==> config.mk <==
export PLATFORM = sky130hd
export DESIGN_NAME = nt_burst_sram
export DESIGN_NICKNAME = d
export VERILOG_FILES = /design/src/rtl/nt_sram_pkg.sv /design/src/rtl/nt_sram_seq.sv /design/src/rtl/nt_sram_pipe.sv /design/src/rtl/nt_sram_core.sv /design/src/rtl/nt_burst_sram.sv
export SDC_FILE = /design/constraint.sdc
export NUM_CORES = 2
export LEC_CHECK = 0
export ABC_AREA = 0
export BUFFER_PORTS_ARGS = -buffer_cell sky130_fd_sc_hd__buf_2
export CAP_MARGIN = 40
export CORE_MARGIN = 4
export CORE_UTILIZATION = 39
export DETAILED_ROUTE_END_ITERATION = 10
export PLACE_DENSITY = 0.58
export SYNTH_ARGS = -nofsm -noshare
export SYNTH_HDL_FRONTEND = slang
export SYNTH_SLANG_ARGS = --single-unit
==> constraint.sdc <==
create_clock -name clk -period 5.53 [get_ports clk]
set_clock_uncertainty 0.05 [all_clocks]
set_input_delay 0 -clock clk [delete_from_list [all_inputs] [get_ports clk]]
set_output_delay 0 -clock clk [all_outputs]
set_load 0.02 [all_outputs]
==> src/rtl/nt_sram_pkg.sv <==
package nt_sram_pkg;

  typedef enum logic [1:0] {
    OP_IDLE  = 2'd0,
    OP_READ  = 2'd1,
    OP_WRITE = 2'd2,
    OP_DESEL = 2'd3
  } op_e;

  // Low two address bits of a beat, given the start bits and the beat index.
  function automatic logic [1:0] beat_low(input logic [1:0] start,
                                          input logic [1:0] idx,
                                          input logic       il);
    logic [1:0] sum;
    sum = start + idx;
    return il ? (start ^ idx) : sum;
  endfunction

endpackage

==> src/rtl/nt_sram_seq.sv <==
module nt_sram_seq
  import nt_sram_pkg::*;
#(
  parameter int AW = 6
) (
  input  logic          clk,
  input  logic          rst_n,
  input  logic          ce,
  input  logic          load_n,
  input  logic          sel,
  input  logic          rd_wr,
  input  logic [AW-1:0] addr,
  input  logic          il,
  output op_e           beat_op,
  output logic [AW-1:0] beat_addr,
  output logic          proto_err
);
  localparam int UW = AW - 2;

  logic [1:0]    rem_q, idx_q, start_q, nidx;
  logic [UW-1:0] upper_q;
  op_e           op_q;
  logic          busy, accept, bad_load;

  assign busy     = (rem_q != 2'd0);
  assign accept   = ce & ~load_n & ~busy;
  assign bad_load = ce & ~load_n & busy;
  assign nidx     = idx_q + 2'd1;

  always_comb begin
    beat_op   = OP_IDLE;
    beat_addr = addr;
    if (!load_n && !busy) begin
      beat_op = sel ? (rd_wr ? OP_READ : OP_WRITE) : OP_DESEL;
    end else if (busy) begin
      beat_op   = op_q;
      beat_addr = {upper_q, beat_low(start_q, nidx, il)};
    end
  end

  always_ff @(posedge clk) begin
    if (!rst_n) begin
      rem_q     <= 2'd0;
      idx_q     <= 2'd0;
      start_q   <= 2'd0;
      upper_q   <= '0;
      op_q      <= OP_IDLE;
      proto_err <= 1'b0;
    end else if (ce) begin
      proto_err <= bad_load;
      if (accept) begin
        rem_q   <= 2'd3;
        idx_q   <= 2'd0;
        start_q <= addr[1:0];
        upper_q <= addr[AW-1:2];
        op_q    <= sel ? (rd_wr ? OP_READ : OP_WRITE) : OP_DESEL;
      end else if (busy) begin
        rem_q <= rem_q - 2'd1;
        idx_q <= nidx;
      end
    end
  end

  // a load during a burst raises the error flag
  a_r3_flag_bad_load: assert property (@(posedge clk) disable iff (!rst_n)
    (ce && !load_n && busy) |=> proto_err);
  // an ignored load must not restart the burst
  a_r3_no_restart: assert property (@(posedge clk) disable iff (!rst_n)
    (ce && !load_n && busy) |=> ($stable(start_q) && rem_q == $past(rem_q) - 2'd1));
  // an accepted command yields three further beats
  a_r2_three_more: assert property (@(posedge clk) disable iff (!rst_n)
    accept |=> (rem_q == 2'd3 && idx_q == 2'd0));

endmodule

==> src/rtl/nt_sram_pipe.sv <==
module nt_sram_pipe
  import nt_sram_pkg::*;
#(
  parameter int AW     = 6,
  parameter int STAGES = 2
) (
  input  logic          clk,
  input  logic          rst_n,
  input  logic          ce,
  input  op_e           in_op,
  input  logic [AW-1:0] in_addr,
  output op_e           out_op,
  output logic [AW-1:0] out_addr
);
  op_e           op_q   [STAGES];
  logic [AW-1:0] addr_q [STAGES];

  always_ff @(posedge clk) begin
    if (!rst_n) begin
      for (int s = 0; s < STAGES; s++) begin
        op_q[s]   <= OP_IDLE;
        addr_q[s] <= '0;
      end
    end else if (ce) begin
      op_q[0]   <= in_op;
      addr_q[0] <= in_addr;
      for (int s = 1; s < STAGES; s++) begin
        op_q[s]   <= op_q[s-1];
        addr_q[s] <= addr_q[s-1];
      end
    end
  end

  assign out_op   = op_q[STAGES-1];
  assign out_addr = addr_q[STAGES-1];

  // the pipeline is frozen while the clock enable is off
  a_r8_pipe_hold: assert property (@(posedge clk) disable iff (!rst_n)
    !ce |=> ($stable(out_op) && $stable(out_addr)));

endmodule

==> src/rtl/nt_sram_core.sv <==
module nt_sram_core
  import nt_sram_pkg::*;
#(
  parameter int AW     = 6,
  parameter int LANES  = 4,
  parameter int LANE_W = 9
) (
  input  logic                    clk,
  input  logic                    rst_n,
  input  logic                    ce,
  input  op_e                     ph_op,
  input  logic [AW-1:0]           ph_addr,
  input  logic [LANES*LANE_W-1:0] wdata,
  input  logic [LANES-1:0]        bw_n,
  output logic [LANES*LANE_W-1:0] rdata,
  output logic                    rd_phase
);
  localparam int DW    = LANES * LANE_W;
  localparam int DEPTH = 1 << AW;

  logic [DW-1:0] mem [DEPTH];
  logic [DW-1:0] wmask;
  logic          do_write, do_read;

  for (genvar i = 0; i < LANES; i++) begin : g_lane
    assign wmask[i*LANE_W +: LANE_W] = {LANE_W{~bw_n[i]}};
  end

  assign do_write = ce & (ph_op == OP_WRITE);
  assign do_read  = ce & (ph_op == OP_READ);

  always_ff @(posedge clk) begin
    if (do_write) mem[ph_addr] <= (mem[ph_addr] & ~wmask) | (wdata & wmask);
  end

  always_ff @(posedge clk) begin
    if (!rst_n) begin
      rdata    <= '0;
      rd_phase <= 1'b0;
    end else if (ce) begin
      rd_phase <= do_read;
      if (do_read) rdata <= mem[ph_addr];
    end
  end

  // a write data phase never leaves a read phase behind
  a_r6_write_floats: assert property (@(posedge clk) disable iff (!rst_n)
    (ce && ph_op == OP_WRITE) |=> !rd_phase);
  // deselect beats end any read phase
  a_r7_desel_floats: assert property (@(posedge clk) disable iff (!rst_n)
    (ce && ph_op == OP_DESEL) |=> !rd_phase);
  // output register holds during suspend
  a_r8_out_hold: assert property (@(posedge clk) disable iff (!rst_n)
    !ce |=> ($stable(rdata) && $stable(rd_phase)));

endmodule

==> src/rtl/nt_burst_sram.sv <==
module nt_burst_sram
  import nt_sram_pkg::*;
#(
  parameter int ADDR_W = 6,
  parameter int LANES  = 4,
  parameter int LANE_W = 9,
  localparam int DW    = LANES * LANE_W
) (
  input  logic              clk,
  input  logic              rst_n,
  input  logic              clk_en_n,
  input  logic              cs1_n,
  input  logic              cs2,
  input  logic              cs3_n,
  input  logic              load_n,
  input  logic              rd_wr,
  input  logic [LANES-1:0]  bw_n,
  input  logic [ADDR_W-1:0] addr,
  input  logic              order_il,
  input  logic              oe_n,
  input  logic [DW-1:0]     wdata,
  output logic [DW-1:0]     rdata,
  output logic              drive_en,
  output logic              proto_err
);
  logic              ce, sel, rd_phase;
  op_e               beat_op, ph_op;
  logic [ADDR_W-1:0] beat_addr, ph_addr;

  assign ce  = ~clk_en_n;
  assign sel = ~cs1_n & cs2 & ~cs3_n;

  nt_sram_seq #(.AW(ADDR_W)) seq_i (
    .clk(clk), .rst_n(rst_n), .ce(ce), .load_n(load_n), .sel(sel),
    .rd_wr(rd_wr), .addr(addr), .il(order_il),
    .beat_op(beat_op), .beat_addr(beat_addr), .proto_err(proto_err)
  );

  nt_sram_pipe #(.AW(ADDR_W), .STAGES(2)) pipe_i (
    .clk(clk), .rst_n(rst_n), .ce(ce), .in_op(beat_op), .in_addr(beat_addr),
    .out_op(ph_op), .out_addr(ph_addr)
  );

  nt_sram_core #(.AW(ADDR_W), .LANES(LANES), .LANE_W(LANE_W)) core_i (
    .clk(clk), .rst_n(rst_n), .ce(ce), .ph_op(ph_op), .ph_addr(ph_addr),
    .wdata(wdata), .bw_n(bw_n), .rdata(rdata), .rd_phase(rd_phase)
  );

  assign drive_en = rd_phase & ~oe_n;

  // nothing is driven or flagged out of reset
  a_r9_reset_quiet: assert property (@(posedge clk)
    $past(!rst_n) |-> (!drive_en && !proto_err));
  // write data phase floats the bus
  a_r6_no_drive_on_write: assert property (@(posedge clk) disable iff (!rst_n)
    (ce && ph_op == OP_WRITE) |=> !drive_en);

endmodule

## Word level (Yosys, flattened, before mapping)

Memory sizes are Yosys's and may differ from the RTL's.
Index checks and enable logic that the tools add are counted.

- Bits in registers: 50
- Word-level logic and storage cells: 72
- Memories: 3
- Bits in writable memories: 2320
- Input bits: 56

- Muxes and demuxes: 21
- Equality and inequality tests: 2
- Bitwise gates (word level): 27
- Reductions and logical operators: 8
- $add $sub $neg: 3

Memories:

| name | depth | bits a word | read ports | clocked after memory_dff | write ports | RTL line | RTL |
|---|---|---|---|---|---|---|---|
| core_i.mem | 64 | 36 | 1 | 0 | 1 | nt_sram_core.sv:21 | `logic [DW-1:0] mem [DEPTH];` |
| pipe_i.addr_q | 2 | 6 | 2 | 0 | 2 | nt_sram_pipe.sv:16 | `logic [AW-1:0] addr_q [STAGES];` |
| pipe_i.op_q | 2 | 2 | 2 | 0 | 2 | nt_sram_pipe.sv:15 | `op_e op_q [STAGES];` |

Operators with widths:

| kind | count |
|---|---|
| $and 36x36->36 | 2 |
| $not 36->36 | 1 |
| $or 36x36->36 | 1 |
| $mux 6 | 4 |
| $mux 2 | 11 |
| $not 1->1 | 10 |
| $and 1x1->1 | 8 |
| $mux 1 | 6 |
| $reduce_and 2->1 | 3 |
| $or 1x1->1 | 4 |
| $reduce_bool 2->1 | 2 |
| $add 2x1->2 const B | 1 |
| $add 2x2->2 | 1 |
| $eq 2x1->1 const B | 1 |
| $eq 2x2->1 const B | 1 |
| $logic_not 1->1 | 2 |
| $sub 2x1->2 const B | 1 |
| $xor 2x2->2 | 1 |
| $logic_and 1x1->1 | 1 |

## Logic depth before layout (Yosys ltp)

- Depth after elaboration: 6
- Depth in mapped cells: 12

## Modules after synthesis

Synthesis repeated with hierarchy kept, for this count alone.

- Cell total of the unflattened synthesis: 4897
- Area total of the unflattened synthesis: 90329.1 µm²

By module, submodules not included:

| module | seq. area each (µm²) | cells an instance | area each (µm²) | instances |
|---|---|---|---|---|
| nt_sram_core | 69927.1 | 4775 | 88934.0 | 1 |
| nt_sram_seq | 260.2 | 76 | 699.4 | 1 |
| nt_sram_pipe | 480.5 | 43 | 673.1 | 1 |
| nt_burst_sram | 0.0 | 3 | 22.5 | 1 |

## Worst setup path before layout

No wires, ideal clock.

- Path type: register to register
- Start point: memory pipe_i.addr_q[1][0] (netlist: pipe_i.addr_q[0][6])
- End point: memory core_i.mem[0][1] (netlist bit) (data pin)
- Data required time: 4.892 ns
- Cell stages (with the launch flop): 11
- Slack: 0.855 ns
- Arrival: 4.037 ns
- Path through: edfxtp_1 > buf_6 > nor2_1 > buf_2 > buf_2 > buf_1 > a22oi_1 > o22ai_1 > o21ai_0 > and3b_1 > a31oi_1

RTL lines:

| item | RTL line |
|---|---|
| start: declaration | nt_sram_pipe.sv:16 |
| end: declaration | nt_sram_core.sv:21 |

==> summary.txt <==
Routing
  • Routed vias/inst: 6.64
  • Via count: about 60000
  • Wire per inst: 39.0 µm
  • Final WL: roughly 350000 µm
  • Final ANT Viol Nets: 0
  • 1st-pass router iterations: 7
  • Initial DRC Count: roughly 9700
  • DR DRC count: 0

Synth
  • Yosys top cell by area: edfxtp_1
  • Netlist cell types: 70
  • Asr flop ratio synth: 0%
  • Share of the synthesized area in the top cell type: around 77%
  • Synth Register Bits: 2370
  • Synthesized area per cell: 17.1 µm²
  • Post-synthesis sequential area ratio: 78.4%
  • Dominant cells by area after synthesis: edfxtp_1 77%, a22oi_1 5.0%, a221oi_1 2.2%
  • Yosys warning count: 0
  • Mapped Cells: 5272
  • Synthesized cell area: 90200 µm²
  • Number of synthesized flops with an enable pin: 2320
  • Dominant synthesized flop cell: edfxtp_1
  • Syn nets: 5330

GRT
  • Remaining Overflow, GRT: 0
  • Number of global-route vias before repair: ~55000
  • Initial antenna violation count: 21
  • Largest net degree at the start of global routing: 116
  • Global-route wire length before repair: 469000 µm
  • Gr usage total: 28.4%

CTS
  • CTS Buf Count: 235
  • Clock H-tree levels: 4
  • Clock buffer depth: 3
  • Sink Count: 2370
  • # resized after CTS: 0
  • Worst-Skew Late Latency: 0.91 ns
  • CTS tree: yes
  • Post-CTS Setup Inserts: 0
  • Root Buffer: clkbuf_16
  • CTS clk-pin slew, worst paths: 0.06 ns

Setup path
  • CP startpoint: pipe_i.addr_q[0][9]$_SDFFCE_PN0P_
  • Crit path max fanout: 60
  • Reg2Reg Depth: 12
  • Critical Path End Type: flip-flop
  • Crit path kind: reg2reg
  • Register-to-Register Setup Slack: 0.33 ns
  • R2r startpoint: pipe_i.addr_q[0][9]$_SDFFCE_PN0P_
  • Reg-to-Reg End: core_i.mem[55][33]$_DFFE_PP_
  • Data arrival, critical path: 5.68 ns
  • Setup crit end: core_i.mem[55][33]$_DFFE_PP_
  • Worst EP required: around 6 ns
  • CP Launch Type: flip-flop

Power
  • Gate power share: 8.4%
  • P_int: about 30 mW
  • Power, Total: 39.3 mW
  • Peak supply drop: 0.352 mV
  • Clk pwr share: 40.0%
  • Sw Share: between 20% and 30%
  • Switching power: about 9.4 mW
  • Lkg Pwr: 33.0 nW
  • Reg power frac: 51.6%
  • Power density of the placed cells: 372 nW/µm²

Timing
  • Minimum clock period: ~5.2 ns
  • Final setup vio count: 0
  • Fin Setup TNS: 0 ns
  • Max Transition Viols Final: 0
  • Final Hold Viols: 0
  • Tightest Pin Transition: roughly 1 ns
  • Max-slew headroom: 31.7%
  • RSZ-0062 raised after global routing: false
  • Final period utilization: 93.9%
  • Achievable clock frequency: between 150 and 200 MHz

Floorplan
  • Die outline area: 239000 µm²
  • Die Width: 489 µm
  • Starting Density: 39.2%
  • Row count: between 150 and 200
  • Die Y: between 400 and 500 µm
  • Core area: 230000 µm²
  • I/O Pins: 94

Outcome
  • Status: finished clean

Placement
  • IO Port Bufs: 93
  • Routability cong.: between 0.9 and 1
  • Half-perimeter wire length after placement: 205000 µm

Layout
  • Area Growth Syn to Fin: 17.4%
  • Area of the multi-input gates: about 19000 µm²
  • Fraction of layout cells with a size suffix above 1: about a fifth
  • Nets: 5720
  • Sequential Area: about 71000 µm²
  • Fill count: about 19000

Hold path
  • Hold crit path type: in2reg

Job
  • Max-cap viol count: 0
[Yosys cell counts (4+ instances only)]
| cell | n |
|---|---|
| or3_1 | 6 |
| inv_1 | 7 |
| nor3_1 | 67 |
| a221o_1 | 15 |
| nand4_1 | 15 |
| clkbuf_1 | 185 |
| buf_2 | 129 |
| dfxtp_1 | 50 |
| and2_1 | 22 |
| a211o_1 | 4 |
| nor3b_1 | 7 |
| mux4_2 | 15 |
| edfxtp_1 | 2320 |
| o22a_1 | 13 |
| a32oi_1 | 4 |
| or4_1 | 5 |
| a22oi_1 | 601 |
| nor4_1 | 38 |
| nand2_1 | 104 |
| o311ai_0 | 4 |
| buf_1 | 72 |
| buf_4 | 15 |
| a31oi_1 | 12 |
| mux2_2 | 131 |
| and3_1 | 6 |
| o22ai_1 | 282 |
| a21oi_1 | 164 |
| nor2b_1 | 19 |
| and3b_1 | 4 |
| nand3_1 | 14 |
| o211ai_1 | 4 |
| a311oi_1 | 15 |
| buf_6 | 4 |
| o21ai_0 | 152 |
| a221oi_1 | 223 |
| mux2i_1 | 176 |
| o2bb2ai_1 | 8 |
| a211oi_1 | 52 |
| o221ai_1 | 25 |
| nor2_1 | 200 |
| o2111ai_1 | 5 |
| nand2b_1 | 14 |
| a22o_1 | 16 |
[critical path, stage by stage (launching register included)]
cell	delay (ns)
edfxtp_1	0.70
buf_4	0.32
and3b_1	0.22
buf_4	0.22
nand2_1	0.71
buf_4	0.25
buf_4	0.19
o22ai_1	0.12
nor3_1	0.51
o2111a_1	0.44
a21oi_4	0.08
dlygate4sd3_1	0.64
buf_4	0.33
[power groups by stage]
stage               Clock, mW  Sequential (mW)  Combinational (mW)
floorplan                   0             20.7                1.54
global placement            0             20.7                3.07
detailed placement          0             20.7                3.16
CTS                      15.8             20.3                3.21
global route             16.6             20.3                3.40
finish                   15.7             20.3                3.30
[sequential cells by signal, indices dropped and copies added, names as in the netlist, 4 cells and up]
name           count
core_i.mem      2304
core_i.rdata      36
pipe_i.op_q        4
seq_i.upper_q      4
pipe_i.addr_q     12
[repair_timing]
item	4_1_cts	5_1_grt
endpoints found under the hold margin	1182	0
setup endpoints to repair	0	0
hold buffers	68	0
[how the worst min path moves through the flow]
stage / cells after the start / to / startpoint
6_report: 4 / core_i.mem[38][26]$_DFFE_PP_ / wdata[26]
5_1_grt: 4 / core_i.mem[3][16]$_DFFE_PP_ / wdata[16]
4_1_cts: 4 / core_i.mem[45][1]$_DFFE_PP_ / bw_n[0]
3_5_place_dp: 3 / drive_en / oe_n
3_3_place_gp: 3 / drive_en / oe_n
2_1_floorplan: 1 / drive_en / oe_n
[routing by layer]
layer | vias up | track usage, % | wire length, µm
met2 | 4915 | 41.7 | 150000
met5 | - | 0 | 135
met3 | 1070 | 8.40 | 48100
met4 | 22 | 15.5 | 23000
met1 | 30300 | 37.9 | 126000
li1 | 22800 | - | -
[placed cells by master, fill, tap and decap left out, drive strengths merged, types with 23 or more instances in the layout]
master / synthesis / final
clkbuf: 185 / 306
a22oi: 601 / 601
edfxtp: 2320 / 2320
o21ai: 152 / 152
nand2: 104 / 104
nor4: 38 / 38
a211oi: 52 / 52
mux2: 131 / 131
nor2: 200 / 200
buf: 220 / 490
a21oi: 164 / 164
clkinv: 0 / 99
and2: 23 / 23
dlygate4sd3: 0 / 68
dfxtp: 50 / 50
o221ai: 25 / 25
a221oi: 224 / 224
mux2i: 176 / 176
nor3: 67 / 67
o22ai: 282 / 282
[per-stage QoR]
| stage | hold slack [ns] | cells | utilization [%] | setup slack (ns) | instance area (µm²) |
|---|---|---|---|---|---|
| 2_1_floorplan | 0.0281 | 5272 | - | 0.855 | 90200 |
| 3_5_place_dp | 0.206 | 8383 | 42.4 | 0.724 | 97600 |
| 6_report | 0.0400 | 8897 | 46.0 | 0.335 | 106000 |
| 4_1_cts | 0.0194 | 8888 | 46.0 | 0.541 | 106000 |
| 3_3_place_gp | 0.200 | 8362 | 42.2 | 0.525 | 97200 |
| 5_1_grt | 0.0621 | 8889 | 46.0 | 0.374 | 106000 |
[final cells by class]
class	instances	share of cell area, %
multi-input cells	2488	17.6
repair buffers	558	4.83
diodes	9	0.0213
flip-flops and latches	2370	66.7
clock inverters	131	1.17
clock buffers	306	5.97
well taps	3026	3.58
inverters	9	0.0402
[kinds of logic (layout without fill, tap and decap cells)]
group,Yosys count,after routing,synth area share (%)
DFF,2370,2370,78.4
and+or+nand+nor,534,534,2.82
AOI/OAI and AO/OA,1627,1627,12.8
muxes,322,322,3.96
adders and majority gates,2,2,0.0277
xor gates and xnor gates,3,3,0.0291
buffers and inverters,414,1004,2.00
other,0,9,0
No activity file was read; power rests on OpenSTA's default activity.
